$ cat src/rtl/spi_seq_pkg.sv
// Package: shared types for the SPI mode-0 sequencer.
// Assumes: nothing beyond IEEE 1800-2017.
package spi_seq_pkg;

    // Which serial-clock edge a tick produces in the current cycle.
    typedef enum logic [1:0] {
        EDGE_NONE = 2'd0,
        EDGE_RISE = 2'd1,
        EDGE_FALL = 2'd2
    } sclk_edge_e;

    // Width of a counter that must hold 0..2*bits without ambiguity.
    function automatic int half_ctr_width(input int bits);
        return $clog2(2 * bits) + 1;
    endfunction

endpackage

$ cat src/rtl/spi_half_ctr.sv
// Module: half-period state counter. It keeps the running flag and counts
// 2*DATA_W half periods, one per tick. It derives sclk and reports which edge
// each tick produces.
// Assumes: start is asserted only while idle; tick is a one-cycle enable.
module spi_half_ctr
    import spi_seq_pkg::*;
#(
    parameter int DATA_W = 8
) (
    input  logic       clk,
    input  logic       rst_n,
    input  logic       start,
    input  logic       tick,
    output logic       running,
    output logic       sclk,
    output logic       last,
    output sclk_edge_e edge_kind
);
    localparam int HALVES = 2 * DATA_W;
    localparam int CW     = half_ctr_width(DATA_W);

    logic [CW-1:0] half_q;
    logic [CW-1:0] half_nxt;

    // Next half-period index; reaching HALVES is the rollover that ends the transfer.
    assign half_nxt = half_q + 1'b1;

    // Running flag and half-period index.
    always_ff @(posedge clk) begin
        if (!rst_n) begin
            running <= 1'b0;
            half_q  <= '0;
        end else if (start) begin
            running <= 1'b1;
            half_q  <= '0;
        end else if (running && tick) begin
            if (half_nxt == CW'(HALVES)) begin
                running <= 1'b0;
                half_q  <= '0;
            end else begin
                half_q <= half_nxt;
            end
        end
    end

    // Serial clock: high in odd half periods, low in even ones and while idle.
    assign sclk = running & half_q[0];

    // Final tick of the transfer.
    assign last = running && tick && (half_nxt == CW'(HALVES));

    // Edge classification for the shift logic.
    always_comb begin
        edge_kind = EDGE_NONE;
        if (running && tick) begin
            edge_kind = half_q[0] ? EDGE_FALL : EDGE_RISE;
        end
    end

    // sclk may only move in the cycle after a tick.
    assert_sclk_on_tick_R3: assert property (@(posedge clk) disable iff (!rst_n)
        ($past(rst_n) && !$past(tick)) |-> $stable(sclk));

    // The clock is low whenever the block is idle.
    assert_sclk_idle_low_R3: assert property (@(posedge clk) disable iff (!rst_n)
        !running |-> !sclk);

endmodule

$ cat src/rtl/spi_shift_pair.sv
// Module: transmit and receive shift registers. The transmit register loads
// on start and shifts left on falling edges; mosi is its MSB. The receive
// register shifts miso in on rising edges.
// Assumes: edge_kind comes from spi_half_ctr; load and an edge never coincide.
module spi_shift_pair
    import spi_seq_pkg::*;
#(
    parameter int DATA_W = 8
) (
    input  logic              clk,
    input  logic              rst_n,
    input  logic              load,
    input  logic [DATA_W-1:0] load_data,
    input  sclk_edge_e        edge_kind,
    input  logic              miso,
    output logic              mosi,
    output logic [DATA_W-1:0] rx_shift
);
    logic [DATA_W-1:0] tx_q;

    // Transmit register: parallel load, then shift toward the MSB on falling edges.
    always_ff @(posedge clk) begin
        if (!rst_n) begin
            tx_q <= '0;
        end else if (load) begin
            tx_q <= load_data;
        end else if (edge_kind == EDGE_FALL) begin
            tx_q <= {tx_q[DATA_W-2:0], 1'b0};
        end
    end

    // Receive register: the first sample ends up in the MSB.
    always_ff @(posedge clk) begin
        if (!rst_n) begin
            rx_shift <= '0;
        end else if (edge_kind == EDGE_RISE) begin
            rx_shift <= {rx_shift[DATA_W-2:0], miso};
        end
    end

    assign mosi = tx_q[DATA_W-1];

endmodule

$ cat src/rtl/spi_rx_hold.sv
// Module: holding register for the received byte and the completion pulse.
// Both update on the final tick.
// Assumes: capture is a one-cycle pulse; the holding register needs no reset.
module spi_rx_hold #(
    parameter int DATA_W = 8
) (
    input  logic              clk,
    input  logic              rst_n,
    input  logic              capture,
    input  logic [DATA_W-1:0] rx_in,
    output logic [DATA_W-1:0] hold_q,
    output logic              done
);
    // Holding register, written only at the end of a transfer.
    always_ff @(posedge clk) begin
        if (capture) begin
            hold_q <= rx_in;
        end
    end

    // Completion pulse, registered alongside the holding register.
    always_ff @(posedge clk) begin
        if (!rst_n) begin
            done <= 1'b0;
        end else begin
            done <= capture;
        end
    end

endmodule

$ cat src/rtl/spi_xfer_seq.sv
// Module: top of the SPI mode-0 byte exchange sequencer. A write while idle
// starts a transfer; ticks step it through 2*DATA_W half periods; the end of
// the transfer loads rx_byte and pulses done.
// Assumes: tick is a one-cycle enable at twice the wanted serial-clock rate.
module spi_xfer_seq
    import spi_seq_pkg::*;
#(
    parameter int DATA_W = 8
) (
    input  logic              clk,
    input  logic              rst_n,
    input  logic              tick,
    input  logic              wr_stb,
    input  logic [DATA_W-1:0] wr_data,
    input  logic              miso,
    output logic              sclk,
    output logic              mosi,
    output logic              busy,
    output logic              done,
    output logic [DATA_W-1:0] rx_byte
);
    logic              running;
    logic              last;
    logic              start;
    sclk_edge_e        edge_kind;
    logic [DATA_W-1:0] rx_shift;

    // A write is accepted only while idle.
    assign start = wr_stb & ~running;
    assign busy  = running;

    spi_half_ctr #(.DATA_W(DATA_W)) ctr_i (
        .clk       (clk),
        .rst_n     (rst_n),
        .start     (start),
        .tick      (tick),
        .running   (running),
        .sclk      (sclk),
        .last      (last),
        .edge_kind (edge_kind)
    );

    spi_shift_pair #(.DATA_W(DATA_W)) shift_i (
        .clk       (clk),
        .rst_n     (rst_n),
        .load      (start),
        .load_data (wr_data),
        .edge_kind (edge_kind),
        .miso      (miso),
        .mosi      (mosi),
        .rx_shift  (rx_shift)
    );

    spi_rx_hold #(.DATA_W(DATA_W)) hold_i (
        .clk     (clk),
        .rst_n   (rst_n),
        .capture (last),
        .rx_in   (rx_shift),
        .hold_q  (rx_byte),
        .done    (done)
    );

    // mosi moves only on a falling sclk or right after a load.
    assert_mosi_on_fall_R4: assert property (@(posedge clk) disable iff (!rst_n)
        ($past(rst_n) && !$past(start) && !$fell(sclk)) |-> $stable(mosi));

    // done is a single-cycle pulse with busy already low and sclk low.
    assert_done_pulse_R6: assert property (@(posedge clk) disable iff (!rst_n)
        done |-> (!busy && !sclk) ##1 !done);

    // busy drops only at the end of a transfer, never silently.
    assert_busy_end_R6: assert property (@(posedge clk) disable iff (!rst_n)
        ($past(rst_n) && $fell(busy)) |-> done);

    // rx_byte changes only together with done.
    assert_hold_stable_R7: assert property (@(posedge clk) disable iff (!rst_n)
        ($past(rst_n) && !done) |-> $stable(rx_byte));

    // A write while busy leaves the transfer running.
    assert_busy_write_R8: assert property (@(posedge clk) disable iff (!rst_n)
        (busy && wr_stb && !last) |=> busy);

endmodule

$ cat config.mk
export PLATFORM = sky130hd
export DESIGN_NAME = spi_xfer_seq
export DESIGN_NICKNAME = d
export VERILOG_FILES = /design/src/rtl/spi_seq_pkg.sv /design/src/rtl/spi_half_ctr.sv /design/src/rtl/spi_shift_pair.sv /design/src/rtl/spi_rx_hold.sv /design/src/rtl/spi_xfer_seq.sv
export SDC_FILE = /design/constraint.sdc
export NUM_CORES = 1
export LEC_CHECK = 0
export BUFFER_PORTS_ARGS = -buffer_cell sky130_fd_sc_hd__buf_2
export CAP_MARGIN = 20
export CORE_MARGIN = 2
export CORE_UTILIZATION = 27
export DETAILED_ROUTE_END_ITERATION = 6
export PLACE_DENSITY = 0.41
export SYNTH_ARGS = -nofsm -noshare
export SYNTH_HDL_FRONTEND = slang
export SYNTH_SLANG_ARGS = --single-unit
$ cat constraint.sdc
create_clock -name clk -period 2 [get_ports clk]
set_input_delay 0.4 -clock clk [delete_from_list [all_inputs] [get_ports clk]]
set_output_delay 0.4 -clock clk [all_outputs]
set_load 0.05 [all_outputs]
After elaboration in Yosys (flattened, before gate mapping):

Cells that the tools add are included.

* mux-type cells: 8
* eq/ne operators: 3
* add/sub/neg operators: 1
* bitwise logic cells: 4
* reductions and logical operators: 7

Operators with widths (number)
* $mux W8: 2
* $reduce_bool A2 Y1: 3
* $add A5 B1 Y5 const B: 1
* $eq A5 B5 Y1 const B: 1
* $mux W5: 1
* $mux W2: 2
* $mux W1: 3
* $and A1 B1 Y1: 2
* $eq A2 B1 Y1 const B: 1
* $eq A2 B2 Y1 const B: 1
* $logic_and A1 B1 Y1: 2
* $not A1 Y1: 2
* $reduce_and A2 Y1: 1
* $reduce_or A2 Y1: 1

* bits of input ports: 13
* output and inout port bits: 12
* logic and storage cells: 29
* register bits: 31

Logic depth before layout (Yosys ltp):

* word-level depth: 5
* depth in mapped cells: 6
* gate-level depth less buffers: 4

Cells and area by module:

Synthesis repeated with hierarchy kept, for this count alone.

* cell total of the unflattened synthesis: 113
* area, all modules: 1262.5 um^2

Modules (own cells, without submodules)
* spi_shift_pair: instances 1, area each 665.6 um^2, cells each 63, sequential area each 320.3 um^2
* spi_half_ctr: instances 1, area each 316.6 um^2, cells each 39, sequential area each 120.1 um^2
* spi_rx_hold: instances 1, area each 266.5 um^2, cells each 10, sequential area each 260.2 um^2
* spi_xfer_seq: instances 1, area each 13.8 um^2, cells each 1, sequential area each 0.0 um^2

Worst setup path before layout:

No wires, ideal clock.

* path type: register to register
* start point: register ctr_i.running
* end point: register hold_i.hold_q[0] (enable)
* required time: 1.668 ns
* setup slack: 0.212 ns
* clock period less this slack: 1.788 ns
* stages on the path, launching flop included: 5
* library setup time: 0.332 ns
* path buffers: 1
* data arrival time: 1.456 ns
* cells stage by stage: dfxtp_1 > buf_6 > nand3b_1 > mux2i_1 > and2_1

* longest elaborated chain between the ends: 2

Ends and longest elaborated chain
* from (decl): RTL line spi_half_ctr.sv:14 `output logic running,`
* from (signal assigned): RTL line spi_half_ctr.sv:31 `running <= 1'b0;`
* from (signal assigned): RTL line spi_half_ctr.sv:34 `running <= 1'b1;`
* from (signal assigned): RTL line spi_half_ctr.sv:38 `running <= 1'b0;`
* $logic_and A1 B1 Y1 (2 in series): RTL line spi_half_ctr.sv:50 `assign last = running && tick && (half_nxt == CW'(HALVES));`
* named net ctr_i.last: RTL line spi_half_ctr.sv:16 `output logic last,`
* to (signal assigned): RTL line spi_rx_hold.sv:17 `hold_q <= rx_in;`
* to (decl): RTL line spi_rx_hold.sv:11 `output logic [DATA_W-1:0] hold_q,`

The timed path passes the listed nets, and every way through them passes these cells.
A chain may end at the register's enable or synchronous reset.

Final worst setup path:

* start point: register ctr_i.half_q[0]
* end point: register hold_i.hold_q[7] (enable)

* longest elaborated chain between the ends: 3

Ends and longest elaborated chain
* from (decl): RTL line spi_half_ctr.sv:22 `logic [CW-1:0] half_q;`
* from (signal assigned): RTL line spi_half_ctr.sv:41 `half_q <= half_nxt;`
* $add A5 B1 Y5: RTL line spi_half_ctr.sv:26 `assign half_nxt = half_q + 1'b1;`
* $eq A5 B5 Y1: RTL line spi_half_ctr.sv:50
* $logic_and A1 B1 Y1: RTL line spi_half_ctr.sv:50
* named net ctr_i.last: RTL line spi_half_ctr.sv:16

The timed path passes the listed nets, and every way through them passes these cells.

==> results.cfg <==
[synth]
ys_seq_elements = 31
synth_area_leaders = dfxtp_1 (35%), edfxtp_1 (18%), mux2i_1 (12%), a211oi_2 (6.6%), nor2_1 (2.8%)
yosysWarnings = 0
synthTopCellsByCount = dfxtp_1 (23), mux2i_1 (16), nor2_1 (10), edfxtp_1 (8)
ys.flop_type = dfxtp_1
ys_types = 33
synthArstFlopShare_pct = 0
synth_top_area_cell = dfxtp_1
yosysSeqAreaShare_pct = 53.18
postSynthAreaPerCell_sq_um = 11.46
yosysMostFrequentCell = dfxtp_1
synth_edf_count = 8
yosysTopAreaCellShare_pct = 34.95
postSynthCellCount = 115
syn-num-nets = 129
syn_area_sq_mm = 0.001318

[cells_and_area]
finalNetCount = 157
syn2layout_area_growth_pct = 19.94
diodes = 0
drive_gt1_share_pct = 30.56

[worst_setup_path]
setup.worst_path.start = ctr_i.half_q[0]
path_cells = ha_1 > nand2_1 > a21oi_1 > and2_1
cpPeakStageDelay_ps = 440
ff2ff_path_depth = 4
critical_path.endpoint_type = register
timing_worst_setup_path_type = reg -> reg
cp.required_ps = 1930
regToRegStartpoint = ctr_i.half_q[0]
r2r-end = hold_i.hold_q[7]
crit_slowest_cell = dfxtp_1
crit_arrival_ps = 1680
crit_fanout = 8
startpoint_type = register
rrSetupSlack_ps = 250

[clock_network]
clkLatencyLatePin_ps = 270
root_buffer = clkbuf_8
cts_buffers = 5
holdBufCountCts = 0
path_clk_slew_ps = 60
cts_tree = yes
cts_max_level = 2
cts_max_path_buffers = 2
clock_sinks = 31
cts_setup_buffers = 0
postCtsResizedCells = 0

[die]
design.die.area_sq_mm = 0.005455
ios = 25
start_util_pct = 27.89
rows = 25
die_x_um = 73.86
die_h_um = 73.86
core_sq_mm = 0.004723

[detailed_routing]
drt-total-wl_um = 2440
via_per_inst = 4.393
ant_nets = 0
routedWlPerCell_um = 11.56
drt_iter0_drc = 36
drt_first_pass_iters = 4
vias = 927
drc = 0

[grt]
antenna_found_initial = 0
grt_remaining_overflow = 0
grt_max_degree = 20
grt_pass1_vias = 879
grt_first_pass_wirelength_um = 4002
track_usage_pct = 9.943

[pwr]
ir_drop_mv = 0.2781
clkPwrFrac_pct = 38.7
switchingPower_w = 0.0003000
p_per_area_mw_per_mm2 = 812.0
seqPwrFrac_pct = 52.2
p_int_w = 0.0009831
comb_power_share_pct = 9.1
power.leakage_nw = 0.6763
swShare_pct = 23.38

[sta]
slew_headroom_pct = 72.61
tightest_slew_ps = 410.8
grt_setup_unrepaired = no
finClkSkew_ps = 4.269
hold_viol = 0
tns_ps = 0
setup_viol = 0
timing.hold.ws_ps = 368.7
min_period_over_period_pct = 87.43
slew_violations = 0
max_freq_mhz = 571.9
post-route-min-period_ps = 1749

[run]
cap_violations = 0

[min_path]
whs_path_depth = 3
hp-class = in -> reg
holdPathEnd = shift_i.rx_shift[0]
min_from = miso

[placement]
io_buffers = 24
hpwl_um = 1740
place.gp.congestion = 0.7600

[run_status]
status = finished, final reports clean
[worst max-delay path, delay by kind of cell, from the launching register on]
kind | cells | cell delay [ps]
fa+ha+maj | 1 | 230
flops | 1 | 440
compound gates | 1 | 230
simple gates | 2 | 510
[cell families after synthesis]
kind of cell             Yosys count  synth area share [%]
XOR/XNOR                           1                0.6649
flip-flops                        31                 53.18
adder cells (fa/ha/maj)            1                0.9495
AND/OR/NAND/NOR                   39                 15.29
AO/OA/AOI/OAI                     19                 12.73
multiplexers                      16                 12.16
buffers and inverters              8                 5.032
[cell type report]
| class | count | area (sq um) |
|---|---|---|
| Clock buffer | 7 | 86.33 |
| Clock inverter | 1 | 5.005 |
| Fill cell | 505 | 3143 |
| Inverter | 1 | 3.754 |
| Multi-Input combinational cell | 76 | 550.5 |
| Sequential cell | 31 | 700.7 |
| Tap cell | 67 | 83.83 |
| Timing Repair Buffer | 28 | 150.1 |
[flip-flops by register name, indices dropped and copies added (netlist names)]
register	flops
hold_i.hold_q	8
shift_i.rx_shift	8
shift_i.tx_q	8
ctr_i.half_q	5
ctr_i.running	1
hold_i.done	1
[cells in the final DEF, fill, tap and decap left out, types with 2 or more instances in the layout]
| cell | Yosys | final |
|---|---|---|
| nand3b_1 | 2 | 2 |
| a211oi_2 | 7 | 7 |
| clkbuf_8 | 0 | 6 |
| buf_2 | 2 | 24 |
| and3_1 | 2 | 2 |
| o21ai_0 | 2 | 2 |
| mux2i_1 | 16 | 16 |
| edfxtp_1 | 8 | 8 |
| nand2_1 | 4 | 4 |
| nand3_1 | 6 | 6 |
| nor3_1 | 7 | 7 |
| nor2_1 | 10 | 10 |
| a21oi_1 | 4 | 4 |
| dfxtp_1 | 23 | 23 |
| buf_4 | 0 | 4 |
[power by group through the flow]
| stage | clock network, W | logic (W) | registers [W] |
|---|---|---|---|
| 2_1_floorplan | 0 | 0.0000884 | 0.000689 |
| 3_3_place_gp | 0 | 0.000116 | 0.000682 |
| 3_5_place_dp | 0 | 0.000119 | 0.000684 |
| 4_1_cts | 0.000522 | 0.000119 | 0.000670 |
| 5_1_grt | 0.000551 | 0.000129 | 0.000671 |
| 6_report | 0.000497 | 0.000117 | 0.000670 |
[how the worst max path moves through the flow]
stage | slack [ps] | end | cells after the start
2_1_floorplan | 210 | hold_i.hold_q[0] | 4
3_3_place_gp | 350 | hold_i.hold_q[7] | 4
3_5_place_dp | 250 | hold_i.hold_q[3] | 4
4_1_cts | 250 | hold_i.hold_q[7] | 4
5_1_grt | 150 | hold_i.hold_q[7] | 4
6_report | 250 | hold_i.hold_q[7] | 4
[per-layer routing]
metal / up-vias / share of wire (%) / global-route usage, % / wire length, um
met5: - / 0 / 0 / 0
met4: 0 / 0.61 / 3.636 / 15
met3: 2 / 5.9 / 4.938 / 144
met2: 18 / 45 / 14.68 / 1103
met1: 434 / 48 / 12.45 / 1177
li1: 473 / - / - / -
[stage by stage]
stage	util, %	instance area [sq um]	total power [W]	worst slack, ps	std cells
detailed placement	31.52	1489	0.0008023	254.8	203
global placement	31.52	1489	0.0007987	346.0	203
floorplan	-	1318	0.0007775	212.3	115
CTS	33.46	1580	0.001310	245.4	211
global route	33.46	1580	0.001351	154.7	211
finish	33.46	1580	0.001283	251.4	211
Power figures use the tool's default switching activity.
